--- src/rtl/wiper_pkg.sv ---
package wiper_pkg;
    parameter int POS_W = 6;
    localparam int TAPS = 1 << POS_W;
    localparam logic [POS_W-1:0] POS_MAX = POS_W'(TAPS - 1);

    typedef logic [POS_W-1:0] pos_t;

    typedef enum logic [1:0] {
        OP_HOLD = 2'd0,
        OP_LOAD = 2'd1,
        OP_UP   = 2'd2,
        OP_DOWN = 2'd3
    } wiper_op_e;

    typedef struct packed {
        wiper_op_e op;
        pos_t      val;
    } wiper_cmd_t;

    function automatic pos_t step_sat(input pos_t cur, input logic up);
        if (up)
            return (cur == POS_MAX) ? cur : cur + pos_t'(1);
        else
            return (cur == '0) ? cur : cur - pos_t'(1);
    endfunction
endpackage

--- src/rtl/wiper_cmd_arb.sv ---
module wiper_cmd_arb
    import wiper_pkg::*;
(
    input  logic       recall_stb,
    input  pos_t       recall_val,
    input  logic       wr_stb,
    input  pos_t       wr_val,
    input  logic       xfr_stb,
    input  pos_t       xfr_val,
    input  logic       step_up,
    input  logic       step_dn,
    output wiper_cmd_t cmd
);
    always_comb begin
        cmd.op  = OP_HOLD;
        cmd.val = '0;
        if (recall_stb) begin
            cmd.op  = OP_LOAD;
            cmd.val = recall_val;
        end else if (wr_stb) begin
            cmd.op  = OP_LOAD;
            cmd.val = wr_val;
        end else if (xfr_stb) begin
            cmd.op  = OP_LOAD;
            cmd.val = xfr_val;
        end else if (step_up && !step_dn) begin
            cmd.op = OP_UP;
        end else if (step_dn && !step_up) begin
            cmd.op = OP_DOWN;
        end
    end
endmodule

--- src/rtl/wiper_pos_reg.sv ---
module wiper_pos_reg
    import wiper_pkg::*;
(
    input  logic       clk,
    input  logic       rst,
    input  wiper_cmd_t cmd,
    output pos_t       pos
);
    pos_t pos_q;

    always_ff @(posedge clk) begin
        if (rst) begin
            pos_q <= '0;
        end else begin
            unique case (cmd.op)
                OP_LOAD: pos_q <= cmd.val;
                OP_UP:   pos_q <= step_sat(pos_q, 1'b1);
                OP_DOWN: pos_q <= step_sat(pos_q, 1'b0);
                default: pos_q <= pos_q;
            endcase
        end
    end

    assign pos = pos_q;

    p_hold_stable_r10: assert property (@(posedge clk) disable iff (rst)
        (cmd.op == OP_HOLD) |=> $stable(pos_q));
endmodule

--- src/rtl/wiper_tap_decode.sv ---
module wiper_tap_decode
    import wiper_pkg::*;
(
    input  logic            clk,
    input  logic            rst,
    input  pos_t            pos,
    output logic [TAPS-1:0] tap_sel
);
    logic [TAPS-1:0] tap_q;

    for (genvar i = 0; i < TAPS; i++) begin : g_tap
        always_ff @(posedge clk) begin
            if (rst)
                tap_q[i] <= (i == 0);
            else
                tap_q[i] <= (pos == POS_W'(i));
        end
    end

    assign tap_sel = tap_q;

    p_onehot_r2: assert property (@(posedge clk) disable iff (rst)
        $countones(tap_q) == 1);
endmodule

--- src/rtl/wiper_tap_ctrl.sv ---
module wiper_tap_ctrl
    import wiper_pkg::*;
(
    input  logic            clk,
    input  logic            rst,
    input  logic            recall_stb,
    input  logic [POS_W-1:0] recall_val,
    input  logic            wr_stb,
    input  logic [POS_W-1:0] wr_val,
    input  logic            xfr_stb,
    input  logic [POS_W-1:0] xfr_val,
    input  logic            step_up,
    input  logic            step_dn,
    output logic [POS_W-1:0] pos,
    output logic [TAPS-1:0]  tap_sel
);
    wiper_cmd_t cmd;

    wiper_cmd_arb u_arb (
        .recall_stb(recall_stb), .recall_val(recall_val),
        .wr_stb(wr_stb), .wr_val(wr_val),
        .xfr_stb(xfr_stb), .xfr_val(xfr_val),
        .step_up(step_up), .step_dn(step_dn),
        .cmd(cmd)
    );

    wiper_pos_reg u_pos (
        .clk(clk), .rst(rst), .cmd(cmd), .pos(pos)
    );

    wiper_tap_decode u_dec (
        .clk(clk), .rst(rst), .pos(pos), .tap_sel(tap_sel)
    );

    logic any_load;
    assign any_load = recall_stb | wr_stb | xfr_stb;

    p_tap_follow_r3: assert property (@(posedge clk) disable iff (rst)
        !$past(rst) |-> tap_sel[$past(pos)]);

    p_recall_r6: assert property (@(posedge clk) disable iff (rst)
        recall_stb |=> pos == $past(recall_val));

    p_write_r4: assert property (@(posedge clk) disable iff (rst)
        (wr_stb && !recall_stb) |=> pos == $past(wr_val));

    p_xfr_r5: assert property (@(posedge clk) disable iff (rst)
        (xfr_stb && !wr_stb && !recall_stb) |=> pos == $past(xfr_val));

    p_sat_top_r8: assert property (@(posedge clk) disable iff (rst)
        (!any_load && step_up && pos == POS_MAX) |=> pos == POS_MAX);

    p_sat_bot_r8: assert property (@(posedge clk) disable iff (rst)
        (!any_load && step_dn && pos == '0) |=> pos == '0);

    p_step_up_r7: assert property (@(posedge clk) disable iff (rst)
        (!any_load && step_up && !step_dn && pos != POS_MAX)
        |=> pos == $past(pos) + 1'b1);
endmodule

--- config.mk ---
export PLATFORM = sky130hd
export DESIGN_NAME = wiper_tap_ctrl
export DESIGN_NICKNAME = d
export VERILOG_FILES = /design/src/rtl/wiper_pkg.sv /design/src/rtl/wiper_cmd_arb.sv /design/src/rtl/wiper_pos_reg.sv /design/src/rtl/wiper_tap_decode.sv /design/src/rtl/wiper_tap_ctrl.sv
export SDC_FILE = /design/constraint.sdc
export NUM_CORES = 1
export LEC_CHECK = 0
export CAP_MARGIN = 20
export CORE_ASPECT_RATIO = 1.5
export CORE_UTILIZATION = 30
export CTS_CLUSTER_DIAMETER = 40
export DETAILED_ROUTE_END_ITERATION = 8
export HOLD_SLACK_MARGIN = 0.05
export PLACE_DENSITY_LB_ADDON = 0.25
export SLEW_MARGIN = 20
export SYNTH_ARGS = -nofsm -noshare
export SYNTH_HDL_FRONTEND = slang
export SYNTH_SLANG_ARGS = --single-unit
--- constraint.sdc ---
create_clock -name clk -period 2.5 [get_ports clk]
set_input_delay 0.25 -clock clk [delete_from_list [all_inputs] [get_ports clk]]
set_output_delay 0.25 -clock clk [all_outputs]
set_load 0.03 [all_outputs]
==> results.md <==
- N_diodes: 0
- Layout cells sized above 1: between 8 and 9%
- Synth async-reset ratio: 0%
- Buf/Inv on CP: 1
- Via count: roughly 2.1k
- Internal power: about 2.0 mW
- Hold slack: approximately 0.55 ns
- Cell row count: 39
- Clock Path Buffers: 2
- Die Wd: between 70 and 80 um
- TritonCTS buffer count: 9
- Yosys top cell area share: 57.7%
- Register bit total from synthesis: 70
- Ports: between 90 and 100
- Global route overflow: 0
- Critical Path Start Type: register
- Initial Util: 31.5%
- Max Slew Vio Count: 0
- Flop2flop setup slack: 0.31 ns
- CTS H-tree depth: 3
- Setup-failing EPs final: 0
- Fillcell total: 760
- Pwr Density: between 600 and 700 mW/mm^2
- Clock skew: 0.00397 ns
- Count leader, synth: nor2_1
- Vias per cell: 4.58
- Distinct cell type count after synthesis: 49
- Largest cells by area after synthesis: dfxtp_1 58%, nor2_1 11%, nand2_1 2.9%
- Initial antenna violation count: 0
- Crit path capture type: register
- Worst hold stages: 2
- Die ar.: around 0.0085 mm^2
- Setup Buffers After CTS: 0
- Max incr delay on CP: around 0.5 ns
- CORE AREA: roughly 0.0077 mm^2
- Avg Cell Area, Syn: between 9 and 10 um^2
- Drt initial violations: 83
- Syn Std Cell Area: 0.00243 mm^2
- Min Tclk post-route: about 2.2 ns
- Gpl congestion: about 0.8
- Fmax: 0.456 GHz
- Switching Power: between 0.5 and 0.6 mW
- Final std cells w/o fill: between 400 and 500
- Switching portion of total power: 23.1%
- Clk pwr share: between 40% and 50%
- Total track usage: around 15%
- Seq/Total Area, Yosys: around 58%
- RSZ-0062 raised after global routing: no
- Mapped Nets: 289
- Final TNS setup: 0 ns
- First-pass DRT Iterations: 4
- Hold path endpoint: u_pos.pos[1]
- Slew HR: roughly 58%
- Design area: 0.00379 mm^2
- WL/cell: ~13 um
- Final worst-path setup slack: ~0.31 ns
- Worst-Margin Slew: 0.631 ns
- Worst hold path startpoint: u_pos.pos[1]
- R2R Path End: u_pos.pos[0]
- Critical R2R Launch: u_pos.pos[0]
- Hold-fix buffers at CTS: 0
- WS Path Type: reg2reg
- CTS resizes: 0
- Tcrit/Tclk final: between 80% and 90%
- Post-synth EDFFs: 0
- Clock Pin Slew Worst Setup and Hold Paths: ~0.05 ns
- Yosys Warn Count: 0
- Gate power share: between 10% and 20%
- Sequential share of power: between 40% and 50%
- DP HPWL: ~4.7 mm
- Final Hold Vio Count: 0
- Required @ worst endpoint: approximately 2.7 ns
- CP arrival: 2.40 ns
- Post-Place Cells: 449
- Drt drc: 0
- Pin count of the biggest net entering global routing: 19
- Root buffer cell: clkbuf_16
- Status: complete, no violations
- Leakage power: around 1.4 nW
- Die Y-Extent: between 100 and 150 um
- Most common library cells after synthesis: 71 x nor2_1, 70 x dfxtp_1, 19 x nand2_1, 13 x clkbuf_1, 8 x nand3_1
- Number of global-route vias before repair: ~2.0k
- Nets@finish: slightly below 400
- R2R depth: 6
- Crit path max-delay family: compound AO/OA/AOI/OAI gates
- Synth-to-Final Area Change: 56.3%
- First-pass GRT wire length: ~9.5 mm
- Place WS: approximately 0.19 ns
- Most used flip-flop cell after synthesis: dfxtp_1
- Crit Path Max Fanout: 8
- Maximum Capacitance Violations: 0
- Crit-path slowest cell: or3b_1
- Clock network latency to the later pin of the worst-skew pair: approximately 0.32 ns
- Post-synthesis cell count: roughly 260
- Dpl cell area: 0.00352 mm^2
- Worst path cell trace: inv_1 -> ha_1 -> or3b_1 -> o41ai_4 -> a2111oi_1 -> a311o_1
- VDD IR-drop max: roughly 340 uV
- Hold crit path type: reg2reg
- CTS tree: built
- Cell accounting for the most synthesized area: dfxtp_1
- Port bufs: 94
- Drt total wl: ~6.1 mm
- CTS sink count: 70
- Post-route ant nets: 0
[cells in the final DEF, fill, tap and decap left out, types with 3 or more instances in the layout]
cell | netlist | layout
clkdlybuf4s50_1 | 0 | 94
nor2_1 | 71 | 71
dfxtp_1 | 70 | 70
nand2_1 | 19 | 19
buf_4 | 0 | 10
clkbuf_16 | 0 | 9
nand3_1 | 8 | 8
inv_1 | 7 | 7
ha_1 | 5 | 5
nor2b_1 | 3 | 3
nor3_1 | 3 | 3
nand3b_1 | 3 | 3
o21ai_0 | 3 | 3
o2111ai_1 | 3 | 3
a211oi_1 | 3 | 3
[flip-flops by register name (all words and copies together), names as in the netlist]
signal and cells:
u_dec.tap_sel 64, u_pos.pos 6
[routing by layer]
metal | wire [um] | track usage [%]
met1 | 2280 | 15.3
met2 | 3330 | 27.6
met3 | 354 | 3.77
met4 | 133 | 7.78
met5 | 0 | 0
[cell type report]
class / count / area [um^2] / area share [%]
Clock inverter: 3 / 20.0 / 0.528
Tap cell: 102 / 128 / 3.36
Timing Repair Buffer: 105 / 1040 / 27.3
Clock buffer: 12 / 256 / 6.76
Multi-Input combinational cell: 164 / 923 / 24.3
Inverter: 8 / 30.0 / 0.791
Sequential cell: 70 / 1400 / 36.9
[stage by stage]
step / total power [mW] / util [%]
2_1_floorplan: 1.34 / -
3_3_place_gp: 1.45 / 45.6
3_5_place_dp: 1.46 / 45.6
4_1_cts: 2.60 / 49.2
5_1_grt: 2.67 / 49.2
6_report: 2.57 / 49.2
[tightest hold or removal path: stages, from the launching register on]
cell and delay [ns]:
dfxtp_1 0.37, nand2_1 0.08, mux2i_1 0.06
[logic make-up (layout without fill, tap and decap cells)]
logic type,Yosys count,count (layout),share of synthesized area (%)
XOR/XNOR,1,1,0.361
buffers and inverters,25,128,4.28
flip-flops,70,70,57.7
multiplexers,2,2,0.824
adder cells (fa/ha/maj),5,5,2.58
AO/OA/AOI/OAI,33,33,11.4
AND/OR/NAND/NOR,123,123,22.8
[power by group through the flow]
stage                     combinational [mW]  sequential, mW  clock [mW]
after CTS                              0.270            1.16        1.17
after floorplan                        0.133            1.20           0
after global placement                 0.268            1.19           0
after global routing                   0.291            1.17        1.21
final                                  0.267            1.16        1.14
after detailed placement               0.269            1.19           0
[how the worst max path moves through the flow]
stage | from | endpoint | slack (ns) | cells past startpoint
after floorplan | u_pos.pos[0] | u_pos.pos[0] | 0.38 | 7
after global placement | step_up | u_pos.pos[4] | 0.27 | 7
after detailed placement | step_up | u_pos.pos[4] | 0.19 | 7
after CTS | u_pos.pos[0] | u_pos.pos[0] | 0.29 | 6
after global routing | u_pos.pos[0] | u_pos.pos[1] | 0.16 | 6
final | u_pos.pos[0] | u_pos.pos[0] | 0.31 | 6
No activity file was read; power rests on OpenSTA's default activity.
